==> src/rtl/brc_pkg.sv <==
package brc_pkg;

    parameter int unsigned BRC_XLEN  = 32;
    parameter int unsigned BRC_IMM_W = 16;
    parameter int unsigned BRC_IDX_W = 4;
    parameter int unsigned BRC_CC_W  = 4;

    localparam logic [BRC_CC_W-1:0] CC_ALWAYS = 4'h0;
    localparam logic [BRC_CC_W-1:0] CC_NE     = 4'h1;
    localparam logic [BRC_CC_W-1:0] CC_EQ     = 4'h2;
    localparam logic [BRC_CC_W-1:0] CC_UGT    = 4'h3;
    localparam logic [BRC_CC_W-1:0] CC_UGE    = 4'h4;
    localparam logic [BRC_CC_W-1:0] CC_SGT    = 4'hC;
    localparam logic [BRC_CC_W-1:0] CC_SGE    = 4'hD;

    typedef struct packed {
        logic                taken;
        logic                illegal;
        logic [BRC_XLEN-1:0] next_ip;
    } brc_result_t;

    function automatic logic cc_is_unsigned(input logic [BRC_CC_W-1:0] cc);
        return (cc == CC_UGT) || (cc == CC_UGE);
    endfunction

endpackage

==> src/rtl/brc_operand_sel.sv <==
module brc_operand_sel
    import brc_pkg::*;
#(
    parameter int unsigned XLEN  = BRC_XLEN,
    parameter int unsigned IMM_W = BRC_IMM_W,
    parameter int unsigned IDX_W = BRC_IDX_W
) (
    input  logic                imm_form_i,
    input  logic [BRC_CC_W-1:0] cc_i,
    input  logic [IDX_W-1:0]    src1_idx_i,
    input  logic [IDX_W-1:0]    src2_idx_i,
    input  logic [IMM_W-1:0]    imm_i,
    input  logic [XLEN-1:0]     src1_val_i,
    input  logic [XLEN-1:0]     src2_val_i,
    output logic [XLEN-1:0]     opa_o,
    output logic [XLEN-1:0]     opb_o
);
    localparam int unsigned PAD_W = XLEN - IMM_W;

    logic [XLEN-1:0] imm_ext;
    logic            fill_bit;

    // unsigned codes pad with zeros, every other code copies the sign bit
    assign fill_bit = cc_is_unsigned(cc_i) ? 1'b0 : imm_i[IMM_W-1];

    generate
        if (PAD_W > 0) begin : g_pad
            assign imm_ext = {{PAD_W{fill_bit}}, imm_i};
        end else begin : g_nopad
            assign imm_ext = imm_i[XLEN-1:0];
        end
    endgenerate

    always_comb begin
        opa_o = (src1_idx_i == '0) ? '0 : src1_val_i;
        if (imm_form_i) begin
            opb_o = imm_ext;
        end else begin
            opb_o = (src2_idx_i == '0) ? '0 : src2_val_i;
        end
    end

endmodule

==> src/rtl/brc_compare.sv <==
module brc_compare
    import brc_pkg::*;
#(
    parameter int unsigned XLEN = BRC_XLEN
) (
    input  logic [XLEN-1:0] opa_i,
    input  logic [XLEN-1:0] opb_i,
    output logic            eq_o,
    output logic            ugt_o,
    output logic            sgt_o
);
    logic sign_differs;

    assign eq_o         = (opa_i == opb_i);
    assign ugt_o        = (opa_i > opb_i);
    assign sign_differs = opa_i[XLEN-1] ^ opb_i[XLEN-1];
    // with differing signs the non-negative operand is the larger one
    assign sgt_o        = sign_differs ? ~opa_i[XLEN-1] : ugt_o;

endmodule

==> src/rtl/brc_cond_eval.sv <==
module brc_cond_eval
    import brc_pkg::*;
(
    input  logic [BRC_CC_W-1:0] cc_i,
    input  logic                eq_i,
    input  logic                ugt_i,
    input  logic                sgt_i,
    output logic                taken_o,
    output logic                illegal_o
);
    always_comb begin
        taken_o   = 1'b0;
        illegal_o = 1'b0;
        case (cc_i)
            CC_ALWAYS: taken_o = 1'b1;
            CC_NE:     taken_o = ~eq_i;
            CC_EQ:     taken_o = eq_i;
            CC_UGT:    taken_o = ugt_i;
            CC_UGE:    taken_o = ugt_i | eq_i;
            CC_SGT:    taken_o = sgt_i;
            CC_SGE:    taken_o = sgt_i | eq_i;
            default:   illegal_o = 1'b1;
        endcase
    end

endmodule

==> src/rtl/branch_cond_unit.sv <==
module branch_cond_unit
    import brc_pkg::*;
#(
    parameter int unsigned XLEN  = BRC_XLEN,
    parameter int unsigned IMM_W = BRC_IMM_W,
    parameter int unsigned IDX_W = BRC_IDX_W
) (
    input  logic            clk,
    input  logic            rst_n,
    input  logic            valid_i,
    input  logic            imm_form_i,
    input  logic [XLEN-1:0] instr_i,
    input  logic [XLEN-1:0] rs1_val_i,
    input  logic [XLEN-1:0] rs2_val_i,
    input  logic [XLEN-1:0] ip_i,
    input  logic [XLEN-1:0] jaddr_i,
    output logic            taken_o,
    output logic            illegal_o,
    output logic [XLEN-1:0] next_ip_o
);
    localparam int unsigned OPC_W   = 8;
    localparam int unsigned CC_LSB  = XLEN - OPC_W - BRC_CC_W;
    localparam int unsigned S1_LSB  = CC_LSB - IDX_W;
    localparam int unsigned S2_LSB  = S1_LSB - IDX_W;

    logic [OPC_W-1:0]    opcode_unused;
    logic [BRC_CC_W-1:0] cc;
    logic [IDX_W-1:0]    src1_idx;
    logic [IDX_W-1:0]    src2_idx;
    logic [IMM_W-1:0]    imm;
    logic [XLEN-1:0]     opa;
    logic [XLEN-1:0]     opb;
    logic                cmp_eq;
    logic                cmp_ugt;
    logic                cmp_sgt;
    logic                cond_taken;
    logic                cond_illegal;

    brc_result_t res_d;
    brc_result_t res_q;

    assign opcode_unused = instr_i[XLEN-1 -: OPC_W];
    assign cc            = instr_i[CC_LSB +: BRC_CC_W];
    assign src1_idx      = instr_i[S1_LSB +: IDX_W];
    assign src2_idx      = instr_i[S2_LSB +: IDX_W];
    assign imm           = instr_i[IMM_W-1:0];

    brc_operand_sel #(
        .XLEN  (XLEN),
        .IMM_W (IMM_W),
        .IDX_W (IDX_W)
    ) i_opsel (
        .imm_form_i (imm_form_i),
        .cc_i       (cc),
        .src1_idx_i (src1_idx),
        .src2_idx_i (src2_idx),
        .imm_i      (imm),
        .src1_val_i (rs1_val_i),
        .src2_val_i (rs2_val_i),
        .opa_o      (opa),
        .opb_o      (opb)
    );

    brc_compare #(
        .XLEN (XLEN)
    ) i_cmp (
        .opa_i (opa),
        .opb_i (opb),
        .eq_o  (cmp_eq),
        .ugt_o (cmp_ugt),
        .sgt_o (cmp_sgt)
    );

    brc_cond_eval i_eval (
        .cc_i      (cc),
        .eq_i      (cmp_eq),
        .ugt_i     (cmp_ugt),
        .sgt_i     (cmp_sgt),
        .taken_o   (cond_taken),
        .illegal_o (cond_illegal)
    );

    always_comb begin
        res_d         = res_q;
        res_d.taken   = 1'b0;
        res_d.illegal = 1'b0;
        if (valid_i) begin
            res_d.taken   = cond_taken;
            res_d.illegal = cond_illegal;
            res_d.next_ip = cond_taken ? jaddr_i : ip_i + XLEN'(1);
        end
    end

    always_ff @(posedge clk) begin
        if (!rst_n) begin
            res_q <= '0;
        end else begin
            res_q <= res_d;
        end
    end

    assign taken_o   = res_q.taken;
    assign illegal_o = res_q.illegal;
    assign next_ip_o = res_q.next_ip;

    AST_TAKEN_TARGET: assert property (@(posedge clk) disable iff (!rst_n)
        ($past(rst_n) && taken_o) |-> (next_ip_o == $past(jaddr_i)));

    AST_FALL_THROUGH: assert property (@(posedge clk) disable iff (!rst_n)
        ($past(rst_n) && $past(valid_i) && !taken_o) |-> (next_ip_o == $past(ip_i) + XLEN'(1)));

    AST_IDLE_QUIET: assert property (@(posedge clk) disable iff (!rst_n)
        ($past(rst_n) && !$past(valid_i)) |-> (!taken_o && !illegal_o && $stable(next_ip_o)));

    AST_ILLEGAL_NOT_TAKEN: assert property (@(posedge clk) disable iff (!rst_n)
        illegal_o |-> !taken_o);

    AST_ALWAYS_CODE: assert property (@(posedge clk) disable iff (!rst_n)
        ($past(rst_n) && $past(valid_i) && ($past(instr_i[CC_LSB +: BRC_CC_W]) == 4'h0)) |-> taken_o);

    AST_ZERO_INDEX_EQ: assert property (@(posedge clk) disable iff (!rst_n)
        ($past(rst_n) && $past(valid_i) && !$past(imm_form_i)
         && ($past(instr_i[CC_LSB +: BRC_CC_W]) == 4'h2)
         && ($past(instr_i[S1_LSB +: IDX_W]) == '0)
         && ($past(instr_i[S2_LSB +: IDX_W]) == '0)) |-> taken_o);

endmodule

==> config.mk <==
export PLATFORM = sky130hd
export DESIGN_NAME = branch_cond_unit
export DESIGN_NICKNAME = d
export VERILOG_FILES = /design/src/rtl/brc_pkg.sv /design/src/rtl/brc_operand_sel.sv /design/src/rtl/brc_compare.sv /design/src/rtl/brc_cond_eval.sv /design/src/rtl/branch_cond_unit.sv
export SDC_FILE = /design/constraint.sdc
export NUM_CORES = 1
export LEC_CHECK = 0
export CORE_ASPECT_RATIO = 1.25
export CORE_MARGIN = 2
export CORE_UTILIZATION = 55
export DETAILED_ROUTE_END_ITERATION = 10
export DONT_BUFFER_PORTS = 1
export GPL_ROUTABILITY_DRIVEN = 0
export MAX_ROUTING_LAYER = met4
export PLACE_DENSITY = 0.73
export SYNTH_ARGS = -nofsm -noshare
export SYNTH_HDL_FRONTEND = slang
export SYNTH_SLANG_ARGS = --single-unit
export TNS_END_PERCENT = 10
==> constraint.sdc <==
create_clock -name clk -period 3.4 [get_ports clk]
set_input_delay 0.51 -clock clk [delete_from_list [all_inputs] [get_ports clk]]
set_output_delay 0.51 -clock clk [all_outputs]
set_load 0.03 [all_outputs]
==> results of run 1 <==
## cell families (layout without fill, tap and decap cells)
| logic type | count (synthesis) | count (layout) | synth area share |
|---|---|---|---|
| fa+ha+maj | 33 | 33 | 0.131 |
| buf+inv | 26 | 35 | 0.0470 |
| simple gates | 126 | 127 | 0.229 |
| xor+xnor | 30 | 30 | 0.0836 |
| compound gates | 129 | 129 | 0.279 |
| mux | 4 | 4 | 0.0131 |
| flops | 34 | 34 | 0.217 |
## metrics by stage
| stage | util | area (µm²) | setup slack (ps) |
|---|---|---|---|
| global route | 0.632 | 3470 | -27.5 |
| global placement | 0.600 | 3290 | -448 |
| finish | 0.632 | 3470 | 90.6 |
| floorplan | - | 3150 | 38.5 |
| detailed placement | 0.600 | 3290 | -474 |
| CTS | 0.615 | 3370 | 70.6 |
## metal layers
layer | GRT usage | routed length, µm
met5 | - | 0
met4 | 0.0755 | 132
met3 | 0.0626 | 749
met2 | 0.476 | 4540
met1 | 0.232 | 2870
## worst max-delay path, cell delays in order
cell and delay, ps:
or4_4 600, buf_4 200, and2_1 170, ha_1 300, and4_1 220, o31a_1 280
o311ai_2 270, buf_4 180, a311oi_4 80, buf_4 190, clkbuf_16 180, a22oi_1 200
o21ai_2 80
## cell usage in the layout (no fill, tap or decap), types with 3 or more instances in the layout
cell,synthesis,layout
and3_1,3,3
and4_1,5,5
nand3_1,15,15
a21oi_1,31,30
ha_1,33,32
clkbuf_8,0,5
and2_1,31,31
a22oi_1,44,44
o21ai_0,23,23
o21ai_1,3,3
a21o_1,3,3
nand2_1,22,22
nor3_1,6,5
dfxtp_1,34,34
nand4_1,11,11
buf_12,1,3
xnor2_1,14,14
buf_4,0,16
o21ai_2,10,10
nor2_1,15,14
inv_1,7,7
xor2_1,16,16
## area by class of cell
cell class                      count  area [µm²]  area share
Timing Repair Buffer               21         230      0.0664
Clock buffer                        5        68.8      0.0199
Sequential cell                    34         681       0.196
Tap cell                           64        80.1      0.0231
Clock inverter                      2        10.0     0.00289
Multi-Input combinational cell    323        2370       0.684
Inverter                            7        26.3     0.00758
## sequential cells by signal (all words and copies together) (netlist names)
signal,count
taken_o,1
illegal_o,1
next_ip_o,32
## repair_timing
action / in CTS / in global routing
resized for setup: 1 / 7
endpoints found under the hold margin: 0 / 0
gates cloned: 0 / 3
pin swaps: 0 / 4
endpoints found under the setup margin: 32 / 32
setup buffers: 0 / 2
## where the power goes
| group | leakage (µW) | internal (µW) | switching [µW] |
|---|---|---|---|
| logic | 0.000958 | 148 | 147 |
| clock network | 0.0000438 | 137 | 140 |
| registers | 0.000281 | 434 | 92.7 |
## worst max path at each step
stage,start,end,slack [ps],depth (start not counted)
3_5_place_dp,instr_i[12],next_ip_o[29]$_SDFFE_PN0P_,-470,11
4_1_cts,instr_i[13],next_ip_o[29]$_SDFFE_PN0P_,70,11
6_report,instr_i[16],next_ip_o[13]$_SDFFE_PN0P_,90,13
5_1_grt,instr_i[16],next_ip_o[13]$_SDFFE_PN0P_,-30,13
2_1_floorplan,imm_form_i,next_ip_o[10]$_SDFFE_PN0P_,40,15
3_3_place_gp,instr_i[12],next_ip_o[30]$_SDFFE_PN0P_,-450,11
==> summary.txt, run 1 <==
Synthesis
  – Main flop type after synthesis: dfxtp_1
  – Ys Warns: 0
  – Sequential element share of the synthesized area: 0.217
  – Synth area leader: dfxtp_1
  – Syn Nets: 579
  – Mapped cell area: between 3000 and 4000 µm²
  – EDFF count, synth: 0
  – Seq cells post-synth: 34
  – Area contributors post-synth: dfxtp_1 22%, ha_1 13%, a22oi_1 11%
  – Avg Inst Size Synth: ~8.2 µm²
  – Ys async rst share: 0
  – Top cell type's share of synthesized area: 0.217
  – Netlist cell types: 51
  – Synth Instances: ~380
  – Most common cell in the synthesized netlist: a22oi_1
  – Most frequent cells after synthesis: 44 x a22oi_1, 34 x dfxtp_1, 33 x ha_1

Finish
  – Non-filler cells, final: about 460
  – Filler Cell Count: 500
  – Area delta synth->final: 10.3%
  – Share of cells above drive strength 1: 0.161
  – Diodes inserted: 0
  – Nets@finish: between 500 and 600

Setup path
  – Startpoint Class: input pin
  – Critical Path Sink Type: register
  – Crit path max fanout: 15
  – Reg2reg path depth: 3
  – Reg-to-Reg Start: next_ip_o[12]$_SDFFE_PN0P_
  – Worst EP required: 3560 ps
  – Worst Setup Path Type: in2reg
  – R2R setup slack: about 2500 ps
  – Worst path arrival time: 3470 ps
  – R2r endpoint: next_ip_o[12]$_SDFFE_PN0P_

Die
  – Ports: 198
  – Full die area: 6340 µm²
  – Die width: about 72 µm
  – Core area: between 5000 and 6000 µm²
  – # rows: 30
  – Die Ht: approximately 90 µm
  – Initial Util: 0.573

Job
  – MaxCap Viol Count: 0

Drt
  – Post-route ant nets: 0
  – Routed WL: 8290 µm
  – Wire per inst: between 15 and 20 µm
  – Via count: between 2,000 and 3,000
  – First drt pass iteration count: 4
  – Drt via density: approximately 6.4
  – Post-route DRC: 0
  – Initial DRC Count: 81

Timing
  – Fin crit period: about 3300 ps
  – Setup violations, final: 0
  – Setup_tns: 0 ps
  – Worst relative slew slack: 0.209
  – Final hold slack: approximately 310 ps
  – Fin crit share: 0.973
  – Clk_skew: 0 ps
  – Slew Viols, Final: 0
  – Hold Vio Cnt, Final: 0
  – Slew @ Worst Pin: around 1200 ps
  – Maximum clock rate: between 0.3 and 0.4 GHz

Placed design
  – Post-DP HPWL: roughly 6500 µm
  – Inst Count DP: around 440
  – Buffers on Ports: 0

GRT
  – Total grt overflow: 0
  – Number of global-route vias before repair: approximately 2,800
  – Initial antenna violation count: 0
  – Tot GR Track Use: 0.244
  – Largest net degree at the start of global routing: 33
  – First-pass GRT wire length: 12,200 µm

Pwr
  – Pleak: roughly 0.0013 µW
  – Tot Pwr: roughly 1100 µW
  – Power per Cell Area: about 320 nW/µm²
  – Peak supply drop: 0.155 mV

Clocking
  – CTS root buf: clkbuf_8
  – CTS tree: built
  – TritonCTS buffer count: 5
  – Cts hold-fix bufs: 0
  – Worst skew pair latency: approximately 280 ps
  – Clock transition at path regs: approximately 70 ps
  – Clock Path Buffers: 2
  – H-tree level count: 2
  – Clk sinks: 34

Min path
  – Min-delay worst type: in2reg
  – Hold path endpoint: next_ip_o[0]$_SDFFE_PN0P_
  – Hold Crit Depth: 1
  – Hold wc startpoint: valid_i

Run status
  – Status: finished, final reports clean
Power figures use the tool's default switching activity.
==> run 2: changes to the inputs <==
==> constraint.sdc (replaced) <==
create_clock -name clk -period 3.4 [get_ports clk]
set_input_delay 0.17 -clock clk [delete_from_list [all_inputs] [get_ports clk]]
set_output_delay 0.17 -clock clk [all_outputs]
set_load 0.03 [all_outputs]
==> summary.txt, run 2 (synthesized netlist as in run 1, its figures left out) <==
Timing
  – RSZ-0062 raised after global routing: false
  – Hold Vio Cnt, Final: 0 (unchanged)
  – Setup violations, final: 0 (unchanged)
  – Fin crit share: 0.907 (was 0.973)
  – Fin crit period: 3080 ps (was 3310 ps)
  – Maximum clock rate: 0.324 GHz (was 0.302 GHz)
  – Clk_skew: 0 ps (unchanged)
  – Slew Viols, Final: 0 (unchanged)
  – Slew @ Worst Pin: 1090 ps (was 1180 ps)
  – Final worst slack: 317 ps (was 90.6 ps)
  – Worst relative slew slack: 0.268 (was 0.209)

Min path
  – Hold Crit Depth: 2 (was 1)
  – Hold wc startpoint: jaddr_i[21] (was valid_i)
  – Min-delay worst type: in2reg (unchanged)
  – Hold path endpoint: next_ip_o[21]$_SDFFE_PN0P_ (was next_ip_o[0]$_SDFFE_PN0P_)

Clocking
  – CTS root buf: clkbuf_8 (unchanged)
  – H-tree level count: 2 (unchanged)
  – Clk sinks: 34 (unchanged)
  – Clock transition at path regs: 70 ps (about the same)
  – TritonCTS buffer count: 5 (unchanged)
  – Count of cells resized by post-cts repair: 0 (was 1)
  – Clock Path Buffers: 2 (unchanged)
  – CTS tree: built (unchanged)
  – Worst skew pair latency: 280 ps (about the same)

Pwr
  – Flop pwr share: 0.478 (was 0.479)
  – Power per Cell Area: 336 nW/µm² (was 317 nW/µm²)
  – P_int: 727 µW (was 720 µW)
  – Switching share of total power: 0.340 (was 0.345)
  – Combinational power share: 0.242 (was 0.269)
  – Net Sw Power: 374 µW (was 380 µW)
  – Pleak: 0.00119 µW (was 0.00128 µW)
  – Part of the power in the clock network: 0.280 (was 0.252)
  – Peak supply drop: 0.133 mV (was 0.155 mV)

GRT
  – First-pass GRT wire length: 11,800 µm (was 12,200 µm)
  – Total grt overflow: 0 (unchanged)
  – Initial antenna violation count: 0 (unchanged)
  – Tot GR Track Use: 0.238 (was 0.244)
  – Number of global-route vias before repair: 2,648 (was 2,767)
  – Largest net degree at the start of global routing: 32 (was 33)

Drt
  – Drt via density: 6.47 (was 6.45)
  – Initial DRC Count: 102 (was 81)
  – Post-route DRC: 0 (unchanged)
  – Via count: 2,859 (was 2,940)
  – Wire per inst: 17.7 µm (was 18.2 µm)
  – Routed WL: 7820 µm (was 8290 µm)
  – First drt pass iteration count: 4 (unchanged)
  – Post-route ant nets: 0 (unchanged)

Finish
  – Nets@finish: 574 (was 589)
  – Most common cell after layout, fill and taps aside: a22oi_1 (unchanged)
  – Most frequent cells in the layout: 44 x a22oi_1, 34 x dfxtp_1, 33 x ha_1 (was 44 x a22oi_1, 34 x dfxtp_1, 32 x ha_1)
  – Share of cells above drive strength 1: 0.106 (was 0.161)
  – Diodes inserted: 0 (unchanged)
  – Area delta synth->final: 4.34% (was 10.3%)
  – Largest register FFs: 32 (unchanged)
  – Final Util: 0.598 (was 0.632)

Setup path
  – R2R setup slack: 2450 ps (about the same)
  – Crit path max fanout: 29 (was 15)
  – Reg2reg path depth: 3 (unchanged)
  – Worst Setup Path Type: in2reg (unchanged)
  – Worst EP required: 3610 ps (was 3560 ps)
  – R2r endpoint: next_ip_o[12]$_SDFFE_PN0P_ (unchanged)
  – Startpoint Class: input pin (unchanged)
  – Reg-to-Reg Start: next_ip_o[12]$_SDFFE_PN0P_ (unchanged)
  – Critical Path Sink Type: register (unchanged)
  – Worst path arrival time: 3290 ps (was 3470 ps)

Die
  – Core area: 5480 µm² (unchanged)
  – Initial Util: 0.573 (unchanged)
  – Die Ht: 88.5 µm (unchanged)
  – Ports: 198 (unchanged)
  – Die width: 71.6 µm (unchanged)
  – Full die area: 6340 µm² (unchanged)
  – # rows: 30 (unchanged)

Placed design
  – Buffers on Ports: 0 (unchanged)
  – Post-DP HPWL: 6290 µm (was 6470 µm)
  – Worst slack at placement: -26.6 ps (was -474 ps)

Run status
  – Status: finished, final reports clean (unchanged)

Job
  – MaxCap Viol Count: 0 (unchanged)
[run 2: cell count changes in the layout (fill, tap and decap cells not counted), sizes merged]
cell,before,now
buf,19,5
dlygate4sd3,0,2
clkinv,2,1
nor2,16,15
[run 2: per-stage QoR]
stage	setup TNS (ps)	power (µW)	instances	area [µm²]	hold slack, ps
after floorplan	0	758	382	3140	259
after global placement	0	793	432	3170	263
after detailed placement	-74.1	801	432	3170	265
after CTS	0	1110	442	3280	8.39
after global routing	0	1170	442	3280	14.7
final	0	1100	442	3280	12.7
[run 2: worst max path at each step]
stage / from / end / slack, ps / depth (start not counted)
after floorplan: imm_form_i / next_ip_o[10]$_SDFFE_PN0P_ / 200 / 15
after global placement: instr_i[19] / next_ip_o[20]$_SDFFE_PN0P_ / 100 / 10
after detailed placement: instr_i[19] / next_ip_o[4]$_SDFFE_PN0P_ / -30 / 10
after CTS: instr_i[19] / next_ip_o[4]$_SDFFE_PN0P_ / 270 / 10
after global routing: instr_i[19] / next_ip_o[3]$_SDFFE_PN0P_ / 90 / 11
final: instr_i[19] / next_ip_o[4]$_SDFFE_PN0P_ / 320 / 10
[run 2: cell type report]
class / count / area (µm²)
multi-input cells: 322 / 2330
fillers: 524 / 2200
flip-flops and latches: 34 / 681
clock buffers: 7 / 86.3
well taps: 64 / 80.1
repair buffers: 7 / 70.1
inverters: 7 / 26.3
clock inverters: 1 / 5.00
[run 2: what timing repair did]
| item | CTS | global route |
|---|---|---|
| hold endpoints to repair | 3 | 0 |
| setup endpoints to repair | 0 | 0 |
| hold buffers | 2 | 0 |
| buffers inserted | 0 | 0 |
[run 2: worst max-delay path, cell delays in order]
cell,delay (ps)
or4_4,620
buf_4,230
and2_2,200
ha_1,320
a21oi_1,150
a21boi_0,80
o311ai_0,710
a31oi_2,200
nand2b_4,360
o21ai_0,230
[run 2: power by group through the flow]
stage / registers [µW] / clock network, µW / logic, µW
floorplan: 530 / 0 / 228
global placement: 535 / 0 / 257
detailed placement: 537 / 0 / 265
CTS: 527 / 314 / 268
global route: 530 / 334 / 305
finish: 527 / 308 / 266
[run 2: routing by layer]
metal,vias up,GRT usage,share of wire
met2,146,0.460,0.54
met3,13,0.0513,0.099
met1,1286,0.234,0.35
met4,0,0.0772,0.017
li1,1414,-,-
met5,-,-,0
==> run 3: changes to the inputs <==
Settings changed: ABC_AREA set to 1, HOLD_SLACK_MARGIN set to 0.03, PLACE_DENSITY 0.73 to 0.7.
Clock period 3.4 ns to 3.97 ns, I/O delays scaled along.
==> summary.txt, run 3 <==
Drt
  – Via count: 4,297 (was 2,859)
  – Met3 wire len: 895 µm (was 771 µm)
  – Wl on met1: 3970 µm (was 2730 µm)
  – Max Used Layer: met4 (unchanged)
  – Met2 routed WL: 6220 µm (was 4190 µm)
  – Post-route DRC: 0 (unchanged)
  – Post-route ant nets: 0 (unchanged)
  – Drt via density: 5.46 (was 6.47)
  – Wire per inst: 14.5 µm (was 17.7 µm)
  – Initial DRC Count: 145 (was 102)
  – Routed WL: 11,400 µm (was 7820 µm)
  – First drt pass iteration count: 4 (unchanged)

Clocking
  – CTS tree: built (unchanged)
  – Count of cells resized by post-cts repair: 0 (unchanged)
  – Post-CTS Setup Inserts: 0 (unchanged)
  – Clk sinks: 34 (unchanged)
  – CTS root buf: clkbuf_8 (unchanged)
  – Worst skew pair latency: 290 ps (was 280 ps)
  – H-tree level count: 2 (unchanged)
  – Cts hold-fix bufs: 0 (was 2)
  – TritonCTS buffer count: 5 (unchanged)
  – Clock Path Buffers: 2 (unchanged)
  – Clock transition at path regs: 70 ps (about the same)

Synthesis
  – Synth Instances: 708 (was 382)
  – Netlist cell types: 37 (was 51)
  – Sequential element share of the synthesized area: 0.146 (was 0.217)
  – Synth area leader: dfxtp_1 (unchanged)
  – Main flop type after synthesis: dfxtp_1 (unchanged)
  – Most frequent cells after synthesis: 142 x nand2_1, 123 x inv_1, 77 x nor2_1 (was 44 x a22oi_1, 34 x dfxtp_1, 33 x ha_1)
  – Ys Warns: 0 (unchanged)
  – Seq cells post-synth: 34 (unchanged)
  – Syn Nets: 905 (was 579)
  – Mapped cell area: 4660 µm² (was 3140 µm²)
  – Area contributors post-synth: dfxtp_1 15%, nand2_1 11%, inv_1 9.9% (was dfxtp_1 22%, ha_1 13%, a22oi_1 11%)
  – Top cell type's share of synthesized area: 0.146 (was 0.217)
  – Avg Inst Size Synth: 6.58 µm² (was 8.22 µm²)
  – Most common cell in the synthesized netlist: nand2_1 (was a22oi_1)
  – EDFF count, synth: 0 (unchanged)
  – Ys async rst share: 0 (unchanged)

GRT
  – Tot GR Track Use: 0.252 (was 0.238)
  – First-pass GRT wire length: 18,600 µm (was 11,800 µm)
  – Number of global-route vias before repair: 4,393 (was 2,648)
  – Total grt overflow: 0 (unchanged)
  – Initial antenna violation count: 0 (unchanged)
  – Largest net degree at the start of global routing: 35 (was 32)

Min path
  – Min-delay worst type: in2reg (unchanged)

Timing
  – Worst relative slew slack: 0.299 (was 0.268)
  – Slew Viols, Final: 0 (unchanged)
  – Setup violations, final: 0 (unchanged)
  – Fin crit period: 3150 ps
  – Slew @ Worst Pin: 1050 ps (was 1090 ps)
  – Final hold slack: 41.8 ps (was 12.7 ps)
  – Hold Vio Cnt, Final: 0 (unchanged)
  – Setup_tns: 0 ps (unchanged)
  – Clk_skew: 0 ps (unchanged)
  – RSZ-0062 raised after global routing: false (unchanged)
  – Fin crit share: 0.794
  – Maximum clock rate: ~0.32 GHz

Pwr
  – Peak supply drop: 0.115 mV (was 0.133 mV)
  – Pleak: 0.00250 µW (was 0.00119 µW)
  – Power per Cell Area: 239 nW/µm² (was 336 nW/µm²)

Die
  – Die width: 86.3 µm (was 71.6 µm)
  – Core area: 8240 µm² (was 5480 µm²)
  – Initial Util: 0.566 (was 0.573)
  – # rows: 37 (was 30)
  – Full die area: 9230 µm² (was 6340 µm²)
  – Die Ht: 107 µm (was 88.5 µm)
  – Ports: 198 (unchanged)

Setup path
  – Worst Setup Path Type: in2reg (unchanged)
  – Worst EP required: 4200 ps (was 3610 ps)
  – Startpoint Class: input pin (unchanged)
  – Worst path arrival time: 3380 ps (was 3290 ps)
  – Critical Path Sink Type: register (unchanged)
  – Crit path max fanout: 33 (was 29)

Finish
  – Largest register FFs: 32 (unchanged)
  – Nets@finish: 886 (was 574)
  – Diodes inserted: 0 (unchanged)
  – Share of cells above drive strength 1: 0.194 (was 0.106)
  – Area delta synth->final: 0.832% (was 4.34%)
  – Most frequent cells in the layout: 142 x nand2_1, 123 x inv_1, 77 x nor2_1 (was 44 x a22oi_1, 34 x dfxtp_1, 33 x ha_1)
  – Most common cell after layout, fill and taps aside: nand2_1 (was a22oi_1)
  – Final Util: 0.570 (was 0.598)

Run status
  – Status: finished, final reports clean (unchanged)

Placed design
  – Post-DP HPWL: 9110 µm (was 6290 µm)
  – Buffers on Ports: 0 (unchanged)

Job
  – MaxCap Viol Count: 0 (unchanged)
## run 3: changes by cell type after synthesis, sizes merged, moves of 5 or more
| cell | change |
|---|---|
| a21oi | +29 |
| a22oi | -43 |
| xnor2 | -5 |
| buf | +5 |
| and2 | -34 |
| inv | +119 |
| o21ai | -32 |
| and4 | -5 |
| nand2 | +156 |
| nand3 | +81 |
| clkbuf | +6 |
| nor2 | +72 |
| xor2 | +5 |
## run 3: final timing paths
path | from | to | slack, ps | cells past startpoint
setup reg to reg | next_ip_o[29]$_SDFFE_PN0P_ | next_ip_o[29]$_SDFFE_PN0P_ | 3060 | 2
setup / recovery | instr_i[20] | next_ip_o[20]$_SDFFE_PN0P_ | 820 | 21
hold / removal | valid_i | next_ip_o[17]$_SDFFE_PN0P_ | 40 | 2
hold reg to reg | next_ip_o[21]$_SDFFE_PN0P_ | next_ip_o[21]$_SDFFE_PN0P_ | 630 | 2
## run 3: area by class of cell
| cell class | instances | area, µm² |
|---|---|---|
| fill | 847 | 3540 |
| multi-input combinational | 518 | 3300 |
| sequential | 34 | 681 |
| inverter | 126 | 473 |
| tap | 97 | 121 |
| clock buffer | 7 | 86.3 |
| timing repair buffer | 4 | 30.0 |
| clock inverter | 1 | 5.00 |
## run 3: per-layer routing
layer,vias up,GRT usage
met4,0,0.0993
met5,-,-
li1,2180,-
met3,23,0.0693
met2,157,0.487
met1,1937,0.228
## run 3: power breakdown
part / switching, µW / internal [µW] / total [µW]
logic: 251 / 156 / 407
clock network: 133 / 140 / 273
registers: 73.1 / 369 / 442
## run 3: cell families (layout without fill, tap and decap cells)
kind of cell | count (synthesis) | in the layout | share of synthesized area
adders and majority gates | 33 | 33 | 0.0886
DFF | 34 | 34 | 0.146
and+or+nand+nor | 386 | 386 | 0.461
AOI/OAI and AO/OA | 69 | 69 | 0.102
buffers and inverters | 156 | 138 | 0.145
xor gates and xnor gates | 30 | 30 | 0.0564
## run 3: critical path, stage by stage
cell and delay (ps):
inv_1 50, nand3_1 90, nor2_1 60, a31oi_1 180
nand3_1 440, nand2_1 200, inv_1 60, ha_1 290
a21oi_1 160, nor2_1 50, nor2_1 90, nand3_1 80
a21oi_1 160, nand2_1 70, nand2_1 70, nand2_2 60
nand2_4 290, nand2_8 390, nand2_1 180, nand3_2 80
a21oi_2 110
## run 3: per-stage QoR
| stage | instances | power (µW) | worst slack [ps] | instance area [µm²] |
|---|---|---|---|---|
| after floorplan | 708 | 823 | 1180 | 4660 |
| after global placement | 779 | 847 | 593 | 4610 |
| after detailed placement | 779 | 861 | 472 | 4610 |
| after CTS | 787 | 1140 | 766 | 4700 |
| after global routing | 787 | 1210 | 342 | 4700 |
| final | 787 | 1120 | 818 | 4700 |
